[src/rtl/secded_pkg.sv]
// Package: elaboration-time helpers for the SECDED encoder.
// Assumes: every argument is a small positive constant known at elaboration.
package secded_pkg;

    // Smallest check-bit count that covers k data bits plus the check bits themselves.
    function automatic int check_count(input int k);
        int m;
        m = 1;
        while ((1 << m) < (m + k + 1)) m = m + 1;
        return m;
    endfunction

    // True when p is a power of two (the position of a check bit).
    function automatic bit is_pow2(input int p);
        return (p > 0) && ((p & (p - 1)) == 0);
    endfunction

    // Hamming position of data bit idx: the (idx+1)-th position that is not a power of two.
    function automatic int data_pos(input int idx);
        int pos;
        int cnt;
        pos = 0;
        cnt = -1;
        while (cnt < idx) begin
            pos = pos + 1;
            if (!is_pow2(pos)) cnt = cnt + 1;
        end
        return pos;
    endfunction

endpackage

[src/rtl/secded_scatter.sv]
// Module: secded_scatter
// Spreads the data bits over the non-power-of-two Hamming positions, in
// ascending order, and leaves zeros at the check-bit positions.
// Assumes: N equals K plus the check-bit count for K.
module secded_scatter #(
    parameter int K = 8,
    parameter int N = 12
) (
    input  logic [K-1:0] data_i,
    output logic [N:1]   ham_o
);

    localparam int CHK_W = N - K;

    // Data bits go to their computed positions.
    for (genvar b = 0; b < K; b++) begin : g_data
        localparam int POS = secded_pkg::data_pos(b);
        assign ham_o[POS] = data_i[b];
    end

    // Check positions stay zero so that the check generator sees only data.
    for (genvar j = 0; j < CHK_W; j++) begin : g_hole
        assign ham_o[1 << j] = 1'b0;
    end

endmodule

[src/rtl/secded_checkgen.sv]
// Module: secded_checkgen
// Builds one even-parity check bit per index bit j over every Hamming position
// whose index has bit j set.
// Assumes: the check positions of ham_i are zero, or hold the check bits
// themselves (then the result is the syndrome).
module secded_checkgen #(
    parameter int N     = 12,
    parameter int CHK_W = 4
) (
    input  logic [N:1]       ham_i,
    output logic [CHK_W-1:0] check_o
);

    logic [CHK_W-1:0][N:1] terms;

    for (genvar j = 0; j < CHK_W; j++) begin : g_chk
        // Select the positions covered by check bit j.
        for (genvar i = 1; i <= N; i++) begin : g_pos
            if (((i >> j) & 1) == 1) begin : g_on
                assign terms[j][i] = ham_i[i];
            end else begin : g_off
                assign terms[j][i] = 1'b0;
            end
        end
        // Reduce the selected positions to a parity bit.
        assign check_o[j] = ^terms[j];
    end

endmodule

[src/rtl/secded_parity.sv]
// Module: secded_parity
// Even-parity bit over a vector of any width.
// Assumes: W is at least 1.
module secded_parity #(
    parameter int W = 12
) (
    input  logic [W-1:0] vec_i,
    output logic         par_o
);

    // XOR reduction gives the bit that makes the total even.
    assign par_o = ^vec_i;

endmodule

[src/rtl/secded_encoder.sv]
// Module: secded_encoder (top)
// Combinational SECDED encoder: data bits, Hamming check bits at power-of-two
// positions, and one overall parity bit placed at the MSB (P0_AT_LSB = 0) or
// at the LSB (P0_AT_LSB = 1) of the packed word.
// Assumes: K >= 1; there is no clock, so the outputs follow data_i directly.
module secded_encoder #(
    parameter int  K         = 8,
    parameter bit  P0_AT_LSB = 1'b0,
    localparam int CHK_W     = secded_pkg::check_count(K),
    localparam int W         = K + CHK_W + 1
) (
    input  logic [K-1:0]     data_i,
    output logic [W-1:0]     code_o,
    output logic [CHK_W-1:0] check_o,
    output logic             overall_o
);

    localparam int N = K + CHK_W;

    logic [N:1]       ham_data;
    logic [N:1]       ham_full;
    logic [CHK_W-1:0] chk;
    logic [CHK_W-1:0] synd;
    logic             p0;

    secded_scatter #(.K(K), .N(N)) u_scatter (
        .data_i (data_i),
        .ham_o  (ham_data)
    );

    secded_checkgen #(.N(N), .CHK_W(CHK_W)) u_checkgen (
        .ham_i   (ham_data),
        .check_o (chk)
    );

    // Insert the check bits at their power-of-two positions.
    for (genvar i = 1; i <= N; i++) begin : g_full
        if (secded_pkg::is_pow2(i)) begin : g_chk
            assign ham_full[i] = chk[$clog2(i)];
        end else begin : g_dat
            assign ham_full[i] = ham_data[i];
        end
    end

    secded_parity #(.W(N)) u_parity (
        .vec_i (ham_full),
        .par_o (p0)
    );

    // Pack the word with the overall parity bit at the chosen end.
    if (P0_AT_LSB) begin : g_lsb
        assign code_o = {ham_full, p0};
    end else begin : g_msb
        assign code_o = {p0, ham_full};
    end

    assign check_o   = chk;
    assign overall_o = p0;

    // Recompute the checks over the finished word to guard the assembly.
    secded_checkgen #(.N(N), .CHK_W(CHK_W)) u_synd (
        .ham_i   (ham_full),
        .check_o (synd)
    );

    // Check the assembled word against its own syndrome and parity.
    always_comb begin

        zero_syndrome_chk: assert (synd == '0);

        even_word_chk: assert ((^code_o) == 1'b0);

        parity_pin_chk: assert (P0_AT_LSB ? (code_o[0] == overall_o)
                                          : (code_o[W-1] == overall_o));

        zero_word_chk: assert ((data_i != '0) || (code_o == '0));
    end

    // Each data bit must reach its position in the packed word.
    for (genvar b = 0; b < K; b++) begin : g_dchk
        localparam int POS = secded_pkg::data_pos(b);
        localparam int BIT = P0_AT_LSB ? POS : POS - 1;
        always_comb begin

            data_place_chk: assert (code_o[BIT] == data_i[b]);
        end
    end

endmodule

[config.mk]
export PLATFORM = sky130hd
export DESIGN_NAME = secded_encoder
export DESIGN_NICKNAME = d
export VERILOG_FILES = /design/src/rtl/secded_pkg.sv /design/src/rtl/secded_scatter.sv /design/src/rtl/secded_checkgen.sv /design/src/rtl/secded_parity.sv /design/src/rtl/secded_encoder.sv
export SDC_FILE = /design/constraint.sdc
export NUM_CORES = 1
export LEC_CHECK = 0
export BUFFER_PORTS_ARGS = -buffer_cell sky130_fd_sc_hd__buf_2
export CORE_AREA = 2 2 39 41
export DETAILED_ROUTE_END_ITERATION = 16
export DIE_AREA = 0 0 41 43
export PLACE_DENSITY = 0.48
export REMOVE_ABC_BUFFERS = 1
export SYNTH_ARGS = -nofsm -noshare
export SYNTH_HDL_FRONTEND = slang
export SYNTH_SLANG_ARGS = --single-unit
[constraint.sdc]
create_clock -name vclk -period 1.5
set_input_delay 0.225 -clock vclk [all_inputs]
set_output_delay 0.225 -clock vclk [all_outputs]
set_load 0.01 [all_outputs]
Yosys cells after proc, flatten, opt, wreduce, memory -nomap -nowiden
Cells that the tools add are included.
{"block": "op_classes", "reduce_logical": 5}
{"op": "parity 12 bit", "count": 5}
{"block": "totals", "elab_cells": 5, "regBits": 0, "out_inout_bits": 18}

Depth between registers and ports, before layout
{"block": "logic_depth", "depth_word": 2, "mapped_depth": 4, "depth_no_buf": 3}

Cells and area by module
A second synthesis with hierarchy kept.
{"block": "hier_totals", "hier_cells": 40, "area_unflattened_um2": 407.9}
{"mod": "secded_checkgen", "instances": 1, "area_per_inst_um2": 175.2, "seq_area_each_um2": 0.0, "cells_per_inst": 12}
{"mod": "secded_parity", "instances": 1, "area_per_inst_um2": 101.3, "seq_area_each_um2": 0.0, "cells_per_inst": 10}
{"mod": "secded_scatter", "instances": 1, "area_per_inst_um2": 93.8, "seq_area_each_um2": 0.0, "cells_per_inst": 13}
{"mod": "secded_encoder", "instances": 1, "area_per_inst_um2": 37.5, "seq_area_each_um2": 0.0, "cells_per_inst": 5}

Worst setup path before layout
Ideal clock, no wire load.
{"block": "synth_timing", "kind": "input to output", "startpoint": "input data_i[0]", "endpoint": "output code_o[12]", "n_path_buf": 1, "slack_ns": -0.032, "arrival_time_ns": 1.307, "cell_stages": 4, "cell_sequence": "xnor3_1 > xnor2_2 > xnor2_1 > buf_4"}
{"block": "synth_via", "elab_chain_cells": 2, "word_cells_on_any_way": 3, "classes_between": "3 x reduce/logical"}
{"element": "from (decl)", "line_no": "secded_encoder.sv:12", "text": "input logic [K-1:0] data_i,"}
{"element": "parity 12 bit", "line_no": "secded_checkgen.sv:26", "text": "assign check_o[j] = ^terms[j];"}
{"element": "via check_o[0]", "line_no": "secded_encoder.sv:14", "text": "output logic [CHK_W-1:0] check_o,"}
{"element": "parity 12 bit", "line_no": "secded_parity.sv:12", "text": "assign par_o = ^vec_i;"}
{"element": "to (decl)", "line_no": "secded_encoder.sv:13", "text": "output logic [W-1:0] code_o,"}
The timed path passes the listed nets, and every way through them passes these cells.

Final worst setup path
{"block": "layout_timing", "startpoint": "input data_i[6]", "endpoint": "output code_o[12]"}
{"block": "layout_via", "elab_chain_cells": 2, "word_cells_on_any_way": 4, "classes_between": "4 x reduce/logical"}
{"element": "parity 12 bit", "line_no": "secded_checkgen.sv:26"}
{"element": "parity 12 bit (*)", "line_no": "secded_parity.sv:12"}
Mark *: on every way between the ends. The rest lies on a longest branch, timed or not.

==> impl_metrics.ini <==
[global_route]
grt_max_degree = 4
antenna_found_initial = 0
grt_pass1_vias = 161
grt_pass1_wl_microns = 683
grt_use_total_pct = 5.52
gr-total-overflow = 0

[min_path]
holdPathStages = 2
min_from = data_i[0]
min_path_type = primary input to primary output
hold_end = code_o[2]

[layout]
multi_input_area_sq_um = 158
n_fill_cell = 152
regArea_sq_um = 0
numSequentialCells = 0
finalInstanceArea_sq_um = 359
postLayoutCoreUtil_pct = 25.9
clock_buffers = 0
mostFrequentLayoutCell = buf_2
nets = 53
final_cell_mix = buf_2, buf_4, xnor2_1
drive_gt1_share_pct = 74.4
diodes = 0
synthToLayoutAreaGrowth_pct = 40.7

[power_and_ir_drop]
ir_worst_vdd_mv = 0.157
p_clk_share_pct = 0
p_per_area_mw_per_mm2 = 742
power_frac_seq_pct = 0
leakage_nw = 0.203
p_switching_mw = 0.130
internal-power_mw = 0.137
comb_power_share_pct = 100.0
switching_share_pct = 48.7

[cts]
cts_hold_buf = 0

[status]
status = completed

[placement]
dp_hpwl_microns = 499
place_congestion = 0.547
pre_cts_ws_ns = -0.0223
placed_area_sq_um = 323
portBuffers = 26

[timing]
final_hold_viol_count = 0
setup_violations = 0
finalMaxSlewViolations = 0
tightest_slew_ns = 0.244
fmax_mhz = 678
fin_crit_ns = 1.48
finalWorstSetupSlack_ns = 0.0247
whs_ns = 0.668
slew_headroom_pct = 83.7
finalCritPeriodShare_pct = 98.4
rsz0062_at_grt = yes

[synth]
synth_cells = 26
synthAdderAreaFrac_pct = 0
yosysSeqAreaShare_pct = 0
yosys-mux-area-fraction_pct = 0
syn_area_sq_um = 255
synth_top_family_by_area = XOR/XNOR gates
synth_compound_area_share_pct = 0
synthSimpleGateAreaFrac_pct = 0
synth-xor-area-share_pct = 61.8
avgSynthCellArea_sq_um = 9.82
ys.warnings.count = 0
yosys.cell_types.count = 6

[worst_setup_path]
crit_fanout = 2
path_delay_family = XOR/XNOR gates
slowest_stage = xor3_1
path_class = primary input to primary output
endpoint_kind = primary output
worst-path-buf-inv = 2
start_kind = primary input
crit_chain = buf_6 -> xor3_1 -> xor2_1 -> xnor2_1 -> buf_2
max_stage_delay_ns = 0.42
cp.required_ns = 1.27
worstPathArrival_ns = 1.25

[floorplanning]
core-area_sq_mm = 0.00138
start_util_pct = 18.4
die_y_microns = 43
num_rows = 14
die_width_microns = 41
fp.dieArea_sq_mm = 0.00176
ioPinCount = 26

[route]
drtAntennaViolNets = 0
drc_errors = 0
vias = 211
wl_microns = 515
drt_pass1_iterations = 1
drt-initial-drc-count = 0
vias_per_cell = 3.58
wl_per_cell_microns = 8.73

[job]
drv_cap = 0
## how the worst max path moves through the flow
stage	startpoint	to	slack, ns	cells after the start
after floorplan	data_i[0]	code_o[12]	0.005	3
after global placement	data_i[0]	code_o[12]	0.006	5
after detailed placement	data_i[0]	code_o[12]	-0.02	5
after CTS	data_i[7]	code_o[12]	-0.0003	5
after global routing	data_i[6]	code_o[12]	-0.07	5
final	data_i[6]	code_o[12]	0.02	5
## metal layers
layer  wire [microns]  GRT usage, %
met1              236          8.65
met2              184          8.75
met3               93             0
met4                0             0
met5                0             0
## area by class of cell
type	instances	share of cell area, %
Timing Repair Buffer	30	50.5
Multi-Input combinational cell	13	43.9
Tap cell	16	5.57
## cells in the mapped netlist
cell type  number  area, sq um
xnor2_1         5         43.8
xor3_1          1         23.8
buf_4          13         97.6
xnor2_2         2         32.5
xor2_1          4         35.0
xnor3_1         1         22.5
## cell families after synthesis
| kind of cell | Yosys count |
|---|---|
| xor gates and xnor gates | 13 |
| buffers and inverters | 13 |
## what timing repair did
action	in CTS	in global routing
buffers inserted	2	0
resized for setup	4	2
pin swaps	4	4
setup endpoints to repair	2	2
## metrics by stage
| step | total power [mW] | TNS, ns | instances |
|---|---|---|---|
| after CTS | 0.269 | -0.000343 | 59 |
| after detailed placement | 0.253 | -0.0417 | 57 |
| after global routing | 0.298 | -0.138 | 59 |
| after global placement | 0.251 | 0 | 57 |
| final | 0.266 | 0 | 59 |
| after floorplan | 0.134 | 0 | 13 |
## power groups by stage
| stage | clock network [mW] | logic [mW] | registers (mW) |
|---|---|---|---|
| 6_report | 0 | 0.266 | 0 |
| 3_3_place_gp | 0 | 0.251 | 0 |
| 2_1_floorplan | 0 | 0.134 | 0 |
| 3_5_place_dp | 0 | 0.253 | 0 |
| 5_1_grt | 0 | 0.298 | 0 |
| 4_1_cts | 0 | 0.269 | 0 |
(Power assumes the default switching activity.)
